===== src/rtl/ipc_pkg.sv =====
package ipc_pkg;

  // Strobes handed from control to datapath each cycle.
  typedef struct packed {
    logic decide;     // take a new command decision
    logic applyStep;  // move the correction by one unit
    logic stepDown;   // direction of that step (1 = lower)
    logic clearCorr;  // traffic entry: zero the correction
    logic frameTick;  // last group of a frame was counted
  } ipcStrobes_t;

endpackage


===== src/rtl/ipc_control.sv =====
module ipc_control
  import ipc_pkg::*;
#(
  parameter int GROUPS = 16
) (
  input  logic        clk,
  input  logic        rstN,
  input  logic        groupStrobe,
  input  logic        trafficStart,
  input  logic        rxCmdValid,
  input  logic        rxCmdBit,
  output ipcStrobes_t strobes
);

  localparam int CNT_W = (GROUPS > 1) ? $clog2(GROUPS) : 1;
  localparam logic [CNT_W-1:0] LAST_GROUP = CNT_W'(GROUPS - 1);

  logic             cmdStore;
  logic [CNT_W-1:0] groupCnt;
  logic             counted;

  assign counted = groupStrobe && !trafficStart;

  // Received bit is held until the next one arrives.
  always_ff @(posedge clk) begin
    if (!rstN) begin
      cmdStore <= 1'b0;
    end else if (rxCmdValid) begin
      cmdStore <= rxCmdBit;
    end
  end

  // Group position within the frame.
  always_ff @(posedge clk) begin
    if (!rstN) begin
      groupCnt <= '0;
    end else if (trafficStart) begin
      groupCnt <= '0;
    end else if (groupStrobe) begin
      if (groupCnt == LAST_GROUP) begin
        groupCnt <= '0;
      end else begin
        groupCnt <= groupCnt + 1'b1;
      end
    end
  end

  always_comb begin
    strobes.decide    = groupStrobe;
    strobes.applyStep = counted;
    strobes.stepDown  = cmdStore;
    strobes.clearCorr = trafficStart;
    strobes.frameTick = counted && (groupCnt == LAST_GROUP);
  end

endmodule


===== src/rtl/ipc_datapath.sv =====
module ipc_datapath
  import ipc_pkg::*;
#(
  parameter int METRIC_W = 12,
  parameter int PWR_W    = 10,
  parameter int CORR_W   = 8,
  parameter int CORR_MIN = -32,
  parameter int CORR_MAX = 31,
  parameter logic [METRIC_W-1:0] THR_RESET = '0
) (
  input  logic                       clk,
  input  logic                       rstN,
  input  ipcStrobes_t                strobes,
  input  logic [METRIC_W-1:0]        measEbNo,
  input  logic                       thrLoad,
  input  logic [METRIC_W-1:0]        thrIn,
  input  logic signed [PWR_W-1:0]    basePower,
  output logic                       cmdBit,
  output logic                       frameStart,
  output logic signed [PWR_W-1:0]    txPower,
  output logic [METRIC_W-1:0]        thrNow,
  output logic signed [CORR_W-1:0]   corrNow
);

  localparam logic signed [CORR_W:0] STEP_UP = (CORR_W+1)'(1);
  localparam logic signed [CORR_W:0] STEP_DN = -(CORR_W+1)'(1);
  localparam logic signed [CORR_W:0] LIM_HI  = (CORR_W+1)'(CORR_MAX);
  localparam logic signed [CORR_W:0] LIM_LO  = (CORR_W+1)'(CORR_MIN);
  localparam logic signed [PWR_W:0]  PWR_HI  = (PWR_W+1)'((2**(PWR_W-1)) - 1);
  localparam logic signed [PWR_W:0]  PWR_LO  = -(PWR_W+1)'(2**(PWR_W-1));

  logic [METRIC_W-1:0]      thrReg;
  logic signed [CORR_W-1:0] corrQ;
  logic signed [CORR_W:0]   corrSum;
  logic signed [CORR_W:0]   corrSat;
  logic signed [PWR_W:0]    powSum;
  logic signed [PWR_W-1:0]  powSat;
  logic                     decision;

  // Threshold register.
  always_ff @(posedge clk) begin
    if (!rstN) begin
      thrReg <= THR_RESET;
    end else if (thrLoad) begin
      thrReg <= thrIn;
    end
  end

  // Deciding side: equality counts as "high enough".
  assign decision = (measEbNo >= thrReg);

  always_ff @(posedge clk) begin
    if (!rstN) begin
      cmdBit <= 1'b0;
    end else if (strobes.decide) begin
      cmdBit <= decision;
    end
  end

  // Correction accumulator with saturation.
  always_comb begin
    corrSum = (CORR_W+1)'(corrQ) + (strobes.stepDown ? STEP_DN : STEP_UP);
    if (corrSum > LIM_HI) begin
      corrSat = LIM_HI;
    end else if (corrSum < LIM_LO) begin
      corrSat = LIM_LO;
    end else begin
      corrSat = corrSum;
    end
  end

  always_ff @(posedge clk) begin
    if (!rstN) begin
      corrQ <= '0;
    end else if (strobes.clearCorr) begin
      corrQ <= '0;
    end else if (strobes.applyStep) begin
      corrQ <= corrSat[CORR_W-1:0];
    end
  end

  // Transmit power: base plus correction, clamped.
  always_comb begin
    powSum = (PWR_W+1)'(basePower) + (PWR_W+1)'(corrQ);
    if (powSum > PWR_HI) begin
      powSat = PWR_HI[PWR_W-1:0];
    end else if (powSum < PWR_LO) begin
      powSat = PWR_LO[PWR_W-1:0];
    end else begin
      powSat = powSum[PWR_W-1:0];
    end
  end

  always_ff @(posedge clk) begin
    if (!rstN) begin
      txPower    <= '0;
      frameStart <= 1'b0;
    end else begin
      txPower    <= powSat;
      frameStart <= strobes.frameTick;
    end
  end

  assign thrNow  = thrReg;
  assign corrNow = corrQ;

endmodule


===== src/rtl/inner_power_loop.sv =====
module inner_power_loop
  import ipc_pkg::*;
#(
  parameter int METRIC_W = 12,
  parameter int PWR_W    = 10,
  parameter int CORR_W   = 8,
  parameter int CORR_MIN = -32,
  parameter int CORR_MAX = 31,
  parameter int GROUPS   = 16,
  parameter logic [METRIC_W-1:0] THR_RESET = '0
) (
  input  logic                    clk,
  input  logic                    rstN,
  input  logic                    groupStrobe,
  input  logic                    trafficStart,
  input  logic [METRIC_W-1:0]     measEbNo,
  input  logic                    thrLoad,
  input  logic [METRIC_W-1:0]     thrIn,
  output logic                    cmdBit,
  input  logic                    rxCmdValid,
  input  logic                    rxCmdBit,
  input  logic signed [PWR_W-1:0] basePower,
  output logic signed [PWR_W-1:0] txPower,
  output logic                    frameStart
);

  ipcStrobes_t              strobes;
  logic [METRIC_W-1:0]      thrNow;
  logic signed [CORR_W-1:0] corrNow;

  ipc_control #(
    .GROUPS(GROUPS)
  ) uControl (
    .clk          (clk),
    .rstN         (rstN),
    .groupStrobe  (groupStrobe),
    .trafficStart (trafficStart),
    .rxCmdValid   (rxCmdValid),
    .rxCmdBit     (rxCmdBit),
    .strobes      (strobes)
  );

  ipc_datapath #(
    .METRIC_W  (METRIC_W),
    .PWR_W     (PWR_W),
    .CORR_W    (CORR_W),
    .CORR_MIN  (CORR_MIN),
    .CORR_MAX  (CORR_MAX),
    .THR_RESET (THR_RESET)
  ) uDatapath (
    .clk        (clk),
    .rstN       (rstN),
    .strobes    (strobes),
    .measEbNo   (measEbNo),
    .thrLoad    (thrLoad),
    .thrIn      (thrIn),
    .basePower  (basePower),
    .cmdBit     (cmdBit),
    .frameStart (frameStart),
    .txPower    (txPower),
    .thrNow     (thrNow),
    .corrNow    (corrNow)
  );

endmodule


===== config.mk =====
export PLATFORM = sky130hd
export DESIGN_NAME = inner_power_loop
export DESIGN_NICKNAME = d
export VERILOG_FILES = /design/src/rtl/ipc_pkg.sv /design/src/rtl/ipc_control.sv /design/src/rtl/ipc_datapath.sv /design/src/rtl/inner_power_loop.sv
export SDC_FILE = /design/constraint.sdc
export NUM_CORES = 1
export LEC_CHECK = 0
export ABC_AREA = 1
export CORE_ASPECT_RATIO = 1.2
export CORE_MARGIN = 3
export CORE_UTILIZATION = 52
export CTS_CLUSTER_SIZE = 14
export DETAILED_ROUTE_END_ITERATION = 7
export PLACE_DENSITY = 0.82
export SETUP_SLACK_MARGIN = 0.02
export SYNTH_ARGS = -nofsm -noshare
export SYNTH_HDL_FRONTEND = slang
export SYNTH_SLANG_ARGS = --single-unit
export TNS_END_PERCENT = 5

===== constraint.sdc =====
create_clock -name clk -period 2.1 [get_ports clk]
set_input_delay 0.42 -clock clk [delete_from_list [all_inputs] [get_ports clk]]
set_output_delay 0.42 -clock clk [all_outputs]
set_load 0.02 [all_outputs]

# Word-level counts from Yosys, hierarchy flattened
# Cells that the tools add are included.
[totals]
register_bits = 37
inputBits = 41
output_inout_bits = 12
word_cells = 29
[classes]
addsub = 3
n_lt_le_gt_ge = 5
eq_ne = 1
n_mux = 6
bitwise_logic = 1
reduce_logical = 5
[op_table]
columns = ["cell", "count"]
rows = [
  ["2-to-1 mux 9 bit", 2],
  ["2-to-1 mux 8 bit", 2],
  [">= comparator 12 bit", 1],
  ["adder 10 x 8 -> 11 bit", 1],
  ["greater-than comparator 11 x 10 -> 1 bit (second input constant)", 1],
  ["less-than comparator 11 x 10 -> 1 bit (second input constant)", 1],
  ["2-to-1 mux 10 bit", 1],
  ["adder 8 x 9 -> 9 bit", 1],
  ["greater-than comparator 9 x 6 -> 1 bit (second input constant)", 1],
  ["less-than comparator 9 x 6 -> 1 bit (second input constant)", 1],
  ["adder 4 x 1 -> 4 bit (second input constant)", 1],
  ["equality test 4 bit (second input constant)", 1],
  ["2-to-1 mux 4 bit", 1],
  ["OR reduction 2 bit", 2],
  ["logical AND 1 bit", 2],
  ["logical NOT 1 bit", 1],
  ["inverter 1 bit", 1],
]

# Longest topological paths before layout
[logic_depth]
depth_word = 5
ltp_mapped = 14
mapped_depth_nobuf = 14

# Cells and area by module
# From an unflattened synthesis, not the netlist that was laid out.
[hier_totals]
cells_unflattened = 389
area_unflattened_um2 = 2720.1
[modules_own_cells]
columns = ["mod", "n_inst", "cells_per_inst", "area_each_um2"]
rows = [
  ["ipc_datapath", 1, 353, 2461.1],
  ["ipc_control", 1, 36, 259.0],
]

# Worst setup path before layout
# OpenSTA, ideal clock, no wires.
[synth_timing]
path_type = "input to register"
start = "input basePower[0]"
end = "register uDatapath.txPower[4]"
arrival_ns = 1.774
slack_ns = 0.212
cell_stages = 10
path_buffers = 0
cell_sequence = "ha_1 fa_1 nand4_1 nand3_2 nand4_1 nand2_1 inv_1 nand2_4 nand3b_1 nand2_1"
[synth_between]
elab_chain_len = 4
elab_cells_between_ends = 5
cone_classes = "1 x add/sub; 2 x order compare; 2 x mux"
[synth_lines]
columns = ["element", "line_no", "text"]
rows = [
  ["start, declared", "inner_power_loop.sv:22", "input logic signed [PWR_W-1:0] basePower,"],
  ["adder 10 x 8 -> 11 bit *", "ipc_datapath.sv:84", "powSum = (PWR_W+1)'(basePower) + (PWR_W+1)'(corrQ);"],
  ["less-than comparator 11 x 10 -> 1 bit", "ipc_datapath.sv:87", "end else if (powSum < PWR_LO) begin"],
  ["2-to-1 mux 10 bit", "ipc_datapath.sv:87", ""],
  ["2-to-1 mux 9 bit *", "ipc_datapath.sv:85", "if (powSum > PWR_HI) begin"],
  ["end signal, assigned", "ipc_datapath.sv:99", "txPower <= powSat;"],
  ["end, declared", "ipc_datapath.sv:20", "output logic signed [PWR_W-1:0] txPower,"],
]
# Mark *: on every way between the ends. The rest lies on a longest branch, timed or not.
# A chain may end at the register's enable or synchronous reset.

# Worst setup path after layout
[layout_timing]
start = "input basePower[4]"
end = "register uDatapath.txPower[5]"
# Same word-level chain as after synthesis.

==> summary.md <==
| Metric | Value |
|---|---|
| Peak supply drop | 287 µV |
| Core area | 4660 µm² |
| CP Launch Type | input pin |
| Max FO, Critical Path | 6 |
| DIE HEIGHT | 83.0 µm |
| Power Density | 516 nW/µm² |
| Hold_buf cts | 0 |
| Die Width | 70.1 µm |
| Vias in the first global route | 2,661 |
| Tot GR Track Use | 22.4% |
| HP Class | reg2reg |
| Post-DP HPWL | 5.03 mm |
| Final hold violation count | 0 |
| Commonest cells after routing, fill and taps aside | nand2_1 (74), clkdlybuf4s50_1 (52), inv_1 (50) |
| Synthesized instance count | 361 |
| Fillers | 381 |
| Initial antenna violation count | 0 |
| Slew @ Worst Pin | 0.595 ns |
| Worst Path Required | 2.33 ns |
| Area occupied by multi-input gates | 1640 µm² |
| Worst Hold Margin | 0.465 ns |
| Clk pwr share | 27.0% |
| TritonCTS clock tree | yes |
| Maximum clock path buffer count | 2 |
| Final setup viols | 0 |
| Input/output buffers | 52 |
| Dominant cells by area after synthesis | dfxtp_1 (29%), ha_1 (15%), nand2_1 (11%) |
| Slowest stage delay, CP | 0.51 ns |
| Total CTS buffers | 5 |
| First-pass GRT wire length | 11.0 mm |
| Final worst slack | 0.137 ns |
| Mean Syn Cell Area | 7.11 µm² |
| Flops & latches, synth | 37 |
| Non-Filler Instances | 496 |
| CTS sink cnt | 37 |
| Routed WL | 6.27 mm |
| Crit end category | flip-flop |
| Slowest CP cell | clkdlybuf4s50_1 |
| Antenna-violating nets left | 0 |
| Leak | 1.69 nW |
| Critical Setup Path Class | in2reg |
| Starting Density | 55.0% |
| Fin crit share | 93.5% |
| Worst skew pair latency | 0.29 ns |
| Die area | 5820 µm² |
| # DRC | 0 |
| P&R area growth vs syn | 34.0% |
| Unrepaired setup endpoints after global routing | true |
| Syn nets | 435 |
| Worst-path clk slew | 0.07 ns |
| Number of vias per cell | 5.15 |
| Seq/Total Area, Yosys | 28.9% |
| Gate power share | 29.7% |
| Tmin final | 1.96 ns |
| FF/Latch Area | 751 µm² |
| Initial DRC Count | 69 |
| Sw Share | 30.4% |
| Crit-path cells | clkdlybuf4s50_1, ha_4, a21o_1, or2_4, nand2_4, nand3_2, nand2_2, nand2_2, nor2_4, nand2_2, nand2_1 |
| H-tree depth | 2 |
| F_max | 0.509 GHz |
| MaxCap Viol Count | 0 |
| Syn. warnings | 0 |
| Most common cell after layout, fill and taps aside | nand2_1 |
| Routed wire per std cell | 12.6 µm |
| Cell-internal power | 1.23 mW |
| Yosys cell types | 35 |
| Post-synth EDFFs | 0 |
| Post-route cell area | 3440 µm² |
| Total negative setup slack | 0 ns |
| GP Congestion | 0.887 |
| # diodes | 0 |
| Row count | 27 |
| Outcome | finished, final reports clean |
| P_sw | 540 µW |
| Layout net count | 511 |
| Post-Syn Area | 2570 µm² |
| First-pass DRT Iterations | 4 |
| Worst EP arrival | 2.19 ns |
| Via count | 2,552 |
| Most used DFF post-synth | dfxtp_1 |
| Total gr overflow | 0 |
| Worst slack, placed | -0.228 ns |
| Largest net degree at the start of global routing | 24 |
| Final Skew | 0.00529 ns |
| Critical path's most frequent cell | nand2_2 |
| Slew Limit Fails | 0 |
| Reg power frac | 43.4% |
| Layout cells sized above 1 | 15.1% |
| Cell taking the most area after synthesis | dfxtp_1 |
| Asr flop ratio synth | 0% |
| Top-level I/O count | 53 |
| Max-Slew Margin vs Limit | 60.3% |
| Clk root buf | clkbuf_8 |
| Placed cell areas | 3300 µm² |
| Dpl cells | 488 |
| Share of the synthesized area in the top cell type | 28.9% |
-- layer usage --
layer / up-vias / global-route usage [%] / routed length, µm / part of all wire (%)
li1: 1332 / - / - / -
met5: - / 0 / 0 / 0
met1: 1146 / 23.2 / 2510 / 40
met3: 20 / 3.75 / 219 / 3.5
met4: 0 / 7.67 / 169 / 2.7
met2: 54 / 44.0 / 3370 / 54
-- worst max-delay path: cells and delay by family --
| family | cells | cell delay, ns |
|---|---|---|
| and+or+nand+nor | 8 | 0.87 |
| buffers and inverters | 1 | 0.51 |
| adders and majority gates | 1 | 0.22 |
| AOI/OAI and AO/OA | 1 | 0.18 |
-- logic make-up after synthesis --
group	after synthesis	share of synthesized area [%]
flip-flops	37	28.9
buffers and inverters	60	8.97
XOR/XNOR	8	2.73
AND/OR/NAND/NOR	156	28.3
adder cells (fa/ha/maj)	33	16.7
AO/OA/AOI/OAI	67	14.4
-- per-stage QoR --
step	utilization, %	power, mW
6_report	73.8	1.78
5_1_grt	73.8	1.87
4_1_cts	72.6	1.77
3_5_place_dp	70.8	1.30
3_3_place_gp	70.8	1.28
2_1_floorplan	-	1.08
-- final timing paths --
kind | end | slack [ns] | startpoint | cells past startpoint
worst max-delay path | uDatapath.txPower[5] | 0.14 | basePower[4] | 11
worst min-delay path | uDatapath.thrNow[9] | 0.46 | uDatapath.thrNow[9] | 2
worst max register to register | uDatapath.corrNow[4] | 0.18 | uControl.cmdStore | 14
worst min register to register | uDatapath.thrNow[9] | 0.46 | uDatapath.thrNow[9] | 2
-- flip-flops by register name (all words and copies together), names as in the netlist --
| register | flops |
|---|---|
| uDatapath.thrNow | 12 |
| uDatapath.frameStart | 1 |
| uDatapath.corrNow | 8 |
| uDatapath.cmdBit | 1 |
| uControl.groupCnt | 4 |
| uControl.cmdStore | 1 |
| uDatapath.txPower | 10 |
-- cell usage after synthesis (3+ instances only) --
library cell / number
nand2_1: 75
inv_1: 52
a21oi_1: 37
dfxtp_1: 37
ha_1: 31
nor2_1: 29
nand3_1: 22
o21ai_0: 20
nand4_1: 7
xor2_1: 7
nand2_2: 5
clkbuf_1: 3
nand2_4: 3
nand3_2: 3
nand3b_1: 3
nor3_1: 3
-- power by group through the flow --
stage	logic [mW]	clock network, mW	registers (mW)
after global routing	0.590	0.509	0.774
after CTS	0.516	0.484	0.770
after floorplan	0.265	0	0.811
after detailed placement	0.511	0	0.786
final	0.527	0.479	0.770
after global placement	0.494	0	0.784
-- cell type report --
| cell class | instances | area share (%) |
|---|---|---|
| flip-flops and latches | 37 | 21.8 |
| inverters | 55 | 6.00 |
| clock inverters | 2 | 0.291 |
| multi-input cells | 264 | 47.7 |
| clock buffers | 6 | 2.11 |
| well taps | 58 | 2.11 |
| repair buffers | 74 | 19.9 |
-- what timing repair did --
item	4_1_cts	5_1_grt
endpoints found under the setup margin	0	17
buffers inserted	0	0
resized for setup	0	17
No activity file was read; power rests on OpenSTA's default activity.
